`config.mk`:
```
export PLATFORM = sky130hd
export DESIGN_NAME = addr_win_decoder
export DESIGN_NICKNAME = d
export VERILOG_FILES = /design/src/rtl/awd_pkg.sv /design/src/rtl/awd_cfg_regs.sv /design/src/rtl/awd_win_match.sv /design/src/rtl/awd_prio.sv /design/src/rtl/addr_win_decoder.sv
export SDC_FILE = /design/constraint.sdc
export NUM_CORES = 1
export LEC_CHECK = 0
export BUFFER_PORTS_ARGS = -buffer_cell sky130_fd_sc_hd__buf_2
export CORE_MARGIN = 5
export CORE_UTILIZATION = 35
export CTS_BUF_LIST = sky130_fd_sc_hd__clkbuf_4
export DETAILED_ROUTE_END_ITERATION = 7
export GPL_TIMING_DRIVEN = 0
export SYNTH_ARGS = -nofsm -noshare
export SYNTH_HDL_FRONTEND = slang
export SYNTH_SLANG_ARGS = --single-unit
```
`constraint.sdc`:
```
create_clock -name clk -period 6.3 [get_ports clk]
set_input_delay 0.63 -clock clk [delete_from_list [all_inputs] [get_ports clk]]
set_output_delay 0.63 -clock clk [all_outputs]
set_load 0.1 [all_outputs]
```
`src/rtl/awd_pkg.sv`:
```
package awd_pkg;
    localparam int ADDR_W      = 32;
    localparam int PAGE_LSB    = 21;
    localparam int PAGE_W      = ADDR_W - PAGE_LSB;
    localparam int LOW_W       = 15;
    localparam int HIGH_W      = 7;
    localparam int REMAP_W     = 11;
    localparam int SLOT_STRIDE = 4;
    localparam int INT_LSB     = 12;

    typedef struct packed {
        logic [LOW_W-1:0]   low;
        logic [HIGH_W-1:0]  high;
        logic [REMAP_W-1:0] remap;
    } win_cfg_t;

    typedef enum logic [1:0] {
        SZ_BYTE = 2'd0,
        SZ_HALF = 2'd1,
        SZ_WORD = 2'd2
    } acc_size_t;

    function automatic logic [31:0] lane_swap(input logic [31:0] d, input logic [1:0] sz);
        logic [31:0] r;
        case (sz)
            SZ_HALF: r = {16'h0000, d[7:0], d[15:8]};
            SZ_WORD: r = {d[7:0], d[15:8], d[23:16], d[31:24]};
            default: r = d;
        endcase
        return r;
    endfunction
endpackage

```
`src/rtl/awd_cfg_regs.sv`:
```
module awd_cfg_regs
    import awd_pkg::*;
#(
    parameter int                  NUM_WIN  = 4,
    parameter int                  CFG_AW   = 5,
    parameter logic [LOW_W-1:0]    DEF_LOW  = 15'h007F,
    parameter logic [HIGH_W-1:0]   DEF_HIGH = 7'h00,
    parameter logic [LOW_W-1:0]    DEF_ISD  = 15'h00DF
) (
    input  logic                         clk,
    input  logic                         rst_n,
    input  logic                         cfg_we,
    input  logic [CFG_AW-1:0]            cfg_addr,
    input  logic [31:0]                  cfg_wdata,
    output win_cfg_t [NUM_WIN-1:0]       win_cfg,
    output logic [LOW_W-1:0]             isd_q
);
    localparam logic [CFG_AW-1:0] ISD_SLOT = CFG_AW'(NUM_WIN * SLOT_STRIDE);

    always_ff @(posedge clk) begin
        if (!rst_n) begin
            isd_q <= DEF_ISD;
        end else if (cfg_we && cfg_addr == ISD_SLOT) begin
            isd_q <= cfg_wdata[LOW_W-1:0];
        end
    end

    for (genvar w = 0; w < NUM_WIN; w++) begin : g_win
        localparam logic [CFG_AW-1:0] A_LOW   = CFG_AW'(w * SLOT_STRIDE);
        localparam logic [CFG_AW-1:0] A_HIGH  = CFG_AW'(w * SLOT_STRIDE + 1);
        localparam logic [CFG_AW-1:0] A_REMAP = CFG_AW'(w * SLOT_STRIDE + 2);
        win_cfg_t wq;

        always_ff @(posedge clk) begin
            if (!rst_n) begin
                wq <= '{low: DEF_LOW, high: DEF_HIGH, remap: DEF_LOW[REMAP_W-1:0]};
            end else if (cfg_we) begin
                if (cfg_addr == A_LOW) begin
                    wq.low   <= cfg_wdata[LOW_W-1:0];
                    wq.remap <= cfg_wdata[REMAP_W-1:0];
                end
                if (cfg_addr == A_HIGH)  wq.high  <= cfg_wdata[HIGH_W-1:0];
                if (cfg_addr == A_REMAP) wq.remap <= cfg_wdata[REMAP_W-1:0];
            end
        end
        assign win_cfg[w] = wq;

        // Low-decode write reloads the remap register
        assert_remap_load_R2: assert property (@(posedge clk) disable iff (!rst_n)
            (cfg_we && cfg_addr == A_LOW) |=> (win_cfg[w].remap == $past(cfg_wdata[REMAP_W-1:0])));
        // High register keeps only its field bits
        assert_high_trunc_R1: assert property (@(posedge clk) disable iff (!rst_n)
            (cfg_we && cfg_addr == A_HIGH) |=> (win_cfg[w].high == $past(cfg_wdata[HIGH_W-1:0])));
    end
endmodule

```
`src/rtl/awd_win_match.sv`:
```
module awd_win_match
    import awd_pkg::*;
#(
    parameter bit IS_IO = 1'b0
) (
    input  logic [ADDR_W-1:0] addr,
    input  win_cfg_t          cfg,
    output logic              hit,
    output logic [ADDR_W-1:0] xlat
);
    logic [PAGE_W-1:0] page;
    logic              active;
    logic [ADDR_W-1:0] base;
    logic [ADDR_W-1:0] offset;
    logic              unused_low_hi;

    assign page   = addr[ADDR_W-1:PAGE_LSB];
    assign active = (cfg.low[HIGH_W-1:0] <= cfg.high);
    // Window never crosses a 256 MB boundary: upper page bits must match,
    // lower page bits lie between low[6:0] and high.
    assign hit    = active
                 && (page[PAGE_W-1:HIGH_W] == cfg.low[PAGE_W-1:HIGH_W])
                 && (page[HIGH_W-1:0] >= cfg.low[HIGH_W-1:0])
                 && (page[HIGH_W-1:0] <= cfg.high);
    assign base   = {cfg.low[PAGE_W-1:0], {PAGE_LSB{1'b0}}};
    assign offset = addr - base;
    assign unused_low_hi = ^cfg.low[LOW_W-1:PAGE_W];

    if (IS_IO) begin : g_io
        logic unused_io;
        assign unused_io = ^{cfg.remap, offset[ADDR_W-1:16]};
        assign xlat = {16'h0000, offset[15:0]};
    end else begin : g_mem
        assign xlat = {cfg.remap, {PAGE_LSB{1'b0}}} + offset;
    end
endmodule

```
`src/rtl/awd_prio.sv`:
```
module awd_prio
    import awd_pkg::*;
#(
    parameter int NUM_WIN = 4
) (
    input  logic                            int_hit,
    input  logic [ADDR_W-1:0]               int_xlat,
    input  logic [NUM_WIN-1:0]              win_hit,
    input  logic [NUM_WIN-1:0][ADDR_W-1:0]  win_xlat,
    output logic                            sel_int,
    output logic [NUM_WIN-1:0]              sel_win,
    output logic                            sel_miss,
    output logic [ADDR_W-1:0]               sel_xlat
);
    always_comb begin
        logic found;
        sel_int  = 1'b0;
        sel_win  = '0;
        sel_xlat = '0;
        found    = 1'b0;
        if (int_hit) begin
            sel_int  = 1'b1;
            sel_xlat = int_xlat;
            found    = 1'b1;
        end
        for (int i = 0; i < NUM_WIN; i++) begin
            if (!found && win_hit[i]) begin
                sel_win[i] = 1'b1;
                sel_xlat   = win_xlat[i];
                found      = 1'b1;
            end
        end
        sel_miss = !found;
    end
endmodule

```
`src/rtl/addr_win_decoder.sv`:
```
module addr_win_decoder
    import awd_pkg::*;
#(
    parameter int                NUM_WIN  = 4,
    parameter int                IO_WIN   = 0,
    parameter int                CFG_AW   = $clog2(NUM_WIN * SLOT_STRIDE + 1),
    parameter logic [LOW_W-1:0]  DEF_LOW  = 15'h007F,
    parameter logic [HIGH_W-1:0] DEF_HIGH = 7'h00,
    parameter logic [LOW_W-1:0]  DEF_ISD  = 15'h00DF
) (
    input  logic                clk,
    input  logic                rst_n,
    input  logic                cfg_we,
    input  logic [CFG_AW-1:0]   cfg_addr,
    input  logic [31:0]         cfg_wdata,
    input  logic                big_endian,
    input  logic                req_valid,
    input  logic [31:0]         req_addr,
    input  logic [1:0]          req_size,
    input  logic [31:0]         req_wdata,
    input  logic [31:0]         io_rdata,
    output logic                rsp_valid,
    output logic                rsp_hit_int,
    output logic [NUM_WIN-1:0]  rsp_hit_win,
    output logic                rsp_miss,
    output logic [31:0]         rsp_addr,
    output logic [31:0]         rsp_io_wdata,
    output logic [31:0]         rsp_rdata
);
    typedef enum logic {ST_IDLE = 1'b0, ST_RESP = 1'b1} st_t;

    win_cfg_t [NUM_WIN-1:0]           win_cfg;
    logic [LOW_W-1:0]                 isd_q;
    logic [NUM_WIN-1:0]               win_hit;
    logic [NUM_WIN-1:0][ADDR_W-1:0]   win_xlat;
    logic                             int_hit;
    logic [ADDR_W-1:0]                int_base;
    logic [ADDR_W-1:0]                int_xlat;
    logic                             sel_int, sel_miss;
    logic [NUM_WIN-1:0]               sel_win;
    logic [ADDR_W-1:0]                sel_xlat;
    logic                             io_swap;
    logic                             unused_isd_hi;
    st_t                              state_q, state_d;
    logic                             rd_swap_q;
    logic [1:0]                       rd_size_q;

    awd_cfg_regs #(
        .NUM_WIN (NUM_WIN), .CFG_AW (CFG_AW),
        .DEF_LOW (DEF_LOW), .DEF_HIGH (DEF_HIGH), .DEF_ISD (DEF_ISD)
    ) u_regs (
        .clk (clk), .rst_n (rst_n), .cfg_we (cfg_we), .cfg_addr (cfg_addr),
        .cfg_wdata (cfg_wdata), .win_cfg (win_cfg), .isd_q (isd_q)
    );

    for (genvar w = 0; w < NUM_WIN; w++) begin : g_match
        awd_win_match #(.IS_IO (w == IO_WIN)) u_match (
            .addr (req_addr), .cfg (win_cfg[w]),
            .hit (win_hit[w]), .xlat (win_xlat[w])
        );
    end

    // Fixed 4 KB register slice
    assign int_base      = {isd_q[PAGE_W-1:0], {PAGE_LSB{1'b0}}};
    assign int_hit       = (req_addr[ADDR_W-1:INT_LSB] == int_base[ADDR_W-1:INT_LSB]);
    assign int_xlat      = {{(ADDR_W-INT_LSB){1'b0}}, req_addr[INT_LSB-1:0]};
    assign unused_isd_hi = ^isd_q[LOW_W-1:PAGE_W];

    awd_prio #(.NUM_WIN (NUM_WIN)) u_prio (
        .int_hit (int_hit), .int_xlat (int_xlat),
        .win_hit (win_hit), .win_xlat (win_xlat),
        .sel_int (sel_int), .sel_win (sel_win),
        .sel_miss (sel_miss), .sel_xlat (sel_xlat)
    );

    assign io_swap = big_endian && sel_win[IO_WIN];

    // State register
    always_ff @(posedge clk) begin
        if (!rst_n) state_q <= ST_IDLE;
        else        state_q <= state_d;
    end

    always_comb begin
        state_d = state_q;
        unique case (state_q)
            ST_IDLE: state_d = req_valid ? ST_RESP : ST_IDLE;
            ST_RESP: state_d = req_valid ? ST_RESP : ST_IDLE;
            default: state_d = ST_IDLE;
        endcase
    end

    // Output registers
    always_ff @(posedge clk) begin
        if (!rst_n) begin
            rsp_hit_int  <= 1'b0;
            rsp_hit_win  <= '0;
            rsp_miss     <= 1'b0;
            rsp_addr     <= '0;
            rsp_io_wdata <= '0;
            rd_swap_q    <= 1'b0;
            rd_size_q    <= SZ_BYTE;
        end else if (req_valid) begin
            rsp_hit_int  <= sel_int;
            rsp_hit_win  <= sel_win;
            rsp_miss     <= sel_miss;
            rsp_addr     <= sel_xlat;
            rsp_io_wdata <= io_swap ? lane_swap(req_wdata, req_size) : req_wdata;
            rd_swap_q    <= io_swap;
            rd_size_q    <= req_size;
        end else begin
            rsp_hit_int  <= 1'b0;
            rsp_hit_win  <= '0;
            rsp_miss     <= 1'b0;
        end
    end

    assign rsp_valid = (state_q == ST_RESP);
    assign rsp_rdata = rd_swap_q ? lane_swap(io_rdata, rd_size_q) : io_rdata;

    assert_latency_R10: assert property (@(posedge clk) disable iff (!rst_n)
        req_valid |=> rsp_valid);
    assert_idle_R10: assert property (@(posedge clk) disable iff (!rst_n)
        !req_valid |=> (!rsp_valid && !rsp_hit_int && !rsp_miss && rsp_hit_win == '0));
    assert_one_result_R7: assert property (@(posedge clk) disable iff (!rst_n)
        rsp_valid |-> ($countones({rsp_hit_int, rsp_hit_win, rsp_miss}) == 1));
    assert_int_offset_R6: assert property (@(posedge clk) disable iff (!rst_n)
        (rsp_valid && rsp_hit_int) |-> (rsp_addr[ADDR_W-1:INT_LSB] == '0));
    assert_io_port_R8: assert property (@(posedge clk) disable iff (!rst_n)
        (rsp_valid && rsp_hit_win[IO_WIN]) |-> (rsp_addr[ADDR_W-1:16] == '0));
    assert_no_swap_R9: assert property (@(posedge clk) disable iff (!rst_n)
        (rsp_valid && !rsp_hit_win[IO_WIN]) |-> (rsp_io_wdata == $past(req_wdata)));
endmodule

```
# Yosys cells after proc, flatten, opt, wreduce, memory -nomap -nowiden
# Cells that the tools add are included.
[classes] n_mux=25 n_lt_le_gt_ge=12 eq_ne=20 n_reduce_logical=39 add_sub_neg=7
[op_table] op="$mux 32" n=5
[op_table] op="$pmux 32 s2" n=2
[op_table] op="$add 32x32->32" n=3
[op_table] op="$sub 32x32->32" n=3
[op_table] op="$mux 11" n=6
[op_table] op="$le 7x7->1" n=8
[op_table] op="$eq 5x4->1 const B" n=6
[op_table] op="$ge 7x7->1" n=4
[op_table] op="$reduce_and 2->1" n=12
[op_table] op="$eq 20x20->1" n=1
[op_table] op="$logic_and 1x1->1" n=18
[op_table] op="$eq 4x4->1" n=4
[op_table] op="$mux 16" n=1
[op_table] op="$sub 16x1->16 const B" n=1
[op_table] op="$eq 5x3->1 const B" n=3
[op_table] op="$mux 12" n=1
[op_table] op="$mux 1" n=10
[op_table] op="$reduce_bool 2->1" n=3
[op_table] op="$eq 5x1->1 const B" n=1
[op_table] op="$eq 5x5->1 const B" n=1
[op_table] op="$logic_not 1->1" n=5
[op_table] op="$logic_not 5->1" n=1
[op_table] op="$eq 2x1->1 const B" n=2
[op_table] op="$eq 2x2->1 const B" n=2
[word_totals] output_inout_bits=103 register_bits=190

# Longest topological paths before layout
[depth] ltp_word=16 depth_mapped=15 ltp_nobuf=14

# Modules after synthesis
# Synthesis repeated with hierarchy kept, for this count alone.
[hier_totals] hier_cells=2439 hier_area_um2=20229.4
[modules_own_cells] module="awd_cfg_regs" instances=1 cells_per_inst=529 area_each_um2=5586.6
[modules_own_cells] module="awd_win_match at g_match[2].u_match ..." instances=2 cells_per_inst=387 area_each_um2=2741.4
[modules_own_cells] module="addr_win_decoder" instances=1 cells_per_inst=454 area_each_um2=3784.9
[modules_own_cells] module="awd_win_match at g_match[1].u_match" instances=1 cells_per_inst=379 area_each_um2=2670.1
[modules_own_cells] module="awd_prio" instances=1 cells_per_inst=202 area_each_um2=1931.9
[modules_own_cells] module="awd_win_match at g_match[0].u_match" instances=1 cells_per_inst=101 area_each_um2=773.2

# Worst setup path before layout
# Ideal clock, no wire load.
[synth_path] path_kind="register -> output" from="reg rd_size_q[0]" to="out rsp_rdata[23]" t_arrival_ps=3252 slack_ps=2418 required_time_ps=5670 path_stages_with_launch=7 cell_sequence="dfxtp_1 -> inv_1 -> ha_1 -> nand2b_1 -> clkbuf_1 -> clkbuf_1 -> o21ai_0"
[synth_between] elab_chain_cells=3 elab_cells_between_ends=4 cone_classes="eq/ne: 2; mux: 2"
[synth_lines] element="start, declared" line_no="addr_win_decoder.sv:46" rtl="logic [1:0] rd_size_q;"
[synth_lines] element="start signal, assigned" line_no="addr_win_decoder.sv:110" rtl="rd_size_q <= req_size;"
[synth_lines] element="$eq 2x2->1 / $eq 2x1->1 (equally long branches)" line_no="awd_pkg.sv:25" rtl="case (sz)"
[synth_lines] element="$pmux 32 s2 *" line_no="awd_pkg.sv:25"
[synth_lines] element="$mux 32 *" line_no="addr_win_decoder.sv:119" rtl="assign rsp_rdata = rd_swap_q ? lane_swap(io_rdata, rd_size_q) : io_rdata;"
[synth_lines] element="end, declared" line_no="addr_win_decoder.sv:28" rtl="output logic [31:0] rsp_rdata"
# Mark *: on every way between the ends. The rest lies on a longest branch, timed or not.

# Final worst setup path
[layout_path] from="in req_addr[22]" to="reg rsp_addr[31]"
[layout_between] elab_chain_cells=14 elab_cells_between_ends=38 cone_classes="add/sub: 6; order compare: 8; eq/ne: 1; mux: 7; reduce/logical: 16"
[layout_lines] element="start, declared" line_no="addr_win_decoder.sv:18" rtl="input logic [31:0] req_addr,"
[layout_lines] element="branches (longest 13 deep; another with $sub 32x32->32)"
[layout_lines] element="$mux 32 *" line_no="awd_prio.sv:27" rtl="if (!found && win_hit[i]) begin"
[layout_lines] element="end signal, assigned" line_no="addr_win_decoder.sv:107" rtl="rsp_addr <= sel_xlat;"
[layout_lines] element="end, declared" line_no="addr_win_decoder.sv:26" rtl="output logic [31:0] rsp_addr,"
# Every way passes the cells marked *.
# A chain may end at the register's enable or synchronous reset.

==> flow_summary.ini <==
[power]
irDropWorstVdd_mv = 0.129
p_switching_mw = 1.17
power.leakage_nw = 7.37
intPower_mw = 1.80
power.density_nw_per_um2 = 187
switching_share = 0.395
clkPwrFrac = 0.253
p_seq_frac = 0.421
total_power_mw = 2.98
p_comb_frac = 0.327

[worst_setup_path]
cp_max_fo = 10
crit_top_cell = a21oi_1
rrSetupSlack_ns = 2.41
cp_num_buf_inv = 4
path_depth = 15
path_cells = buf_2, inv_1, fa_1, inv_1, ha_1, buf_2, a21oi_1, o21bai_1, a2111oi_0, o41ai_1, a211oi_1, a21oi_1, xnor2_1, a222oi_1, a21oi_1
worstSetupPathType = in -> reg
critPathLaunchType = input pin
cpMaxStageDelayCell = a211oi_1
critPathTopFamily = compound AO/OA/AOI/OAI gates
crit_path_end_kind = flop
cpPeakStageDelay_ns = 0.58
r2r.worst_path.cells = 14
cp_data_arrival_time_ns = 4.63
worstPathRequired_ns = 6.78

[sta]
slew_headroom = 0.447
tns_ns = 0
fin_skew_ns = 0.0244
period_share = 0.660
rsz0062_at_grt = no
min_period_ns = 4.16
fmax_mhz = 241
timing.hold.ws_ns = 0.289
tightestPinTransition_ns = 0.826
setup_violations = 0
setup_ws_ns = 2.14
finalHoldViolCount = 0
slew_violations = 0

[worst_hold_path]
worstHoldPathType = in -> reg
hold_depth = 3

[synthesis]
post_synth_most_frequent_cells = 258 x nand2_1, 202 x inv_1, 190 x dfxtp_1
ys_ff_latch = 190
ys_top_cells_by_area = dfxtp_1 27%, ha_1 14%, nand2_1 7.0%
ys.warnings.count = 0
async_reset_ff_frac = 0
yosys_most_used_dff = dfxtp_1
yosysMostFrequentCell = nand2_1
netlist_area_um2 = 13800
synthDistinctLibCells = 71
synth.yosys.seq_area_share = 0.275
synth_area_leader_cell = dfxtp_1
syn_area_per_cell_um2 = 7.86
synth_top_area_frac = 0.275
synth_cells = 1760
synth-edff-count = 0
synth_nets = 2081

[floorplan]
rows = 72
fp.dieW_um = 209
die_h_um = 209
core_um2 = 38900
initial_core_util = 0.356
dieArea_um2 = 43600
num_io_pins = 243

[drt]
initialDrtViolationCount = 972
routed_wirelength_mm = 48.9
vias = 13436
routed_via_density = 5.32
drc = 0
antenna_left = 0
routedWlPerCell_um = 19.4
drtPass1Iterations = 5

[place]
gp_congestion = 0.969
dp_hpwl_mm = 39.5
io_buffers = 214
preCtsSetupSlack_ns = 1.53

[cts]
clock_latency_ns = 0.61
hold_buffers = 0
cts_tree = done
numCtsBuffers = 17
cts-root-buf = clkbuf_4
clk_path_buf_depth = 2
clkTransAtPathRegs_ns = 0.16
htree_levels = 4
cts_resized = 0
post_cts_buffers = 0
cts.sinks = 190

[global_routing]
grt.met1_usage = 0.286
grt_pass1_wl_mm = 75.7
grt_overflow = 0
grt_pass1_vias = 13380
grtUsageMet3 = 0.0366
grt-busiest-layer = met2
antenna_found_initial = 1
grt_max_degree = 18
grtUsageMet2 = 0.367
grtUsageTotal = 0.217

[cells_and_area]
nFillCells = 4079
synthToLayoutAreaGrowth_pct = 14.8
regArea_um2 = 3800
multi_input_area_um2 = 8870
final_nets = 2314
post-route-util = 0.408
final_layout_size_suffix_gt1_frac = 0.141

[run]
cap_violations = 0

[outcome]
status = finished, final reports clean
-- power groups by stage --
stage	logic [mW]	clock network [mW]	registers (mW)
3_3_place_gp	0.956	0	1.28
3_5_place_dp	0.963	0	1.28
2_1_floorplan	0.554	0	1.42
6_report	0.972	0.751	1.25
5_1_grt	1.05	0.807	1.26
4_1_cts	0.967	0.761	1.25
-- area by class of cell --
type / count / area share
flip-flops and latches: 190 / 0.239
inverters: 203 / 0.0480
plain buffers: 100 / 0.0261
multi-input cells: 1267 / 0.558
repair buffers: 214 / 0.0674
well taps: 518 / 0.0408
clock inverters: 15 / 0.0121
diodes: 1 / 0.000158
clock buffers: 17 / 0.00803
-- cell families after synthesis --
kind of cell    Yosys count  share of synthesized area
flops                   190                      0.275
xor+xnor                 66                     0.0418
compound gates          464                      0.229
fa+ha+maj               181                      0.180
mux                      32                     0.0232
buf+inv                 303                     0.0850
simple gates            524                      0.167
-- worst paths after layout --
check | start | end
max | req_addr[22] | rsp_addr[31]
min | req_wdata[19] | rsp_io_wdata[19]
max reg2reg | u_regs.win_cfg[67] | rsp_addr[31]
min reg2reg | u_regs.win_cfg[107] | u_regs.win_cfg[107]
-- layout by cell type, fill, tap and decap left out, types with 5 or more instances in the layout --
master    Yosys  layout
nand2_1     258     258
buf_2         7     221
inv_1       202     202
dfxtp_1     190     190
ha_1        151     151
a21oi_1     131     131
nor2_1      102     102
clkbuf_1     81      81
o21ai_0      75      75
o211ai_1     71      71
nand3_1      55      55
xnor2_1      45      45
mux2i_1      31      31
fa_1         30      30
a21o_1       28      28
a22oi_1      26      26
nor3_1       26      25
xor2_1       21      21
nand4_1      20      20
a311oi_1     18      18
nand2b_1     17      17
clkbuf_4      0      17
a221o_1      16      16
nor2b_1      14      14
a221oi_1     12      12
a31oi_1      11      11
o21bai_1     11      11
o22ai_1       9       9
a211oi_1      8       8
and2_1        7       7
nand3b_1      6       6
buf_4         6       6
o21a_1        6       6
buf_1         5       5
-- sequential cells by signal (all words and copies together) (netlist names) --
register,cells
rd_size_q,2
rsp_miss,1
u_regs.win_cfg,105
rsp_io_wdata,32
rsp_valid,1
rd_swap_q,1
u_regs.isd_q,11
rsp_hit_win,4
rsp_addr,32
rsp_hit_int,1
-- worst reg2reg max path: stages (launching register included) --
cell       delay [ns]
dfxtp_1          0.34
inv_1            0.06
fa_1             0.50
inv_1            0.05
ha_1             0.27
buf_2            0.17
a21oi_1          0.15
o21bai_1         0.10
a2111oi_0        0.56
o41ai_1          0.17
a211oi_1         0.58
a21oi_1          0.17
xnor2_1          0.17
a222oi_1         0.36
a21oi_1          0.12
-- per-stage QoR --
step	instances	cell area, um2
finish	2525	15900
floorplan	1760	13800
detailed placement	2492	15600
global route	2525	15900
CTS	2524	15900
global placement	2492	15600
-- metal layers --
metal | vias up | share of wire
met5 | - | 0
met2 | 463 | 0.46
met3 | 84 | 0.058
met4 | 0 | 0.028
met1 | 6322 | 0.45
li1 | 6567 | -
(Power assumes the default switching activity.)
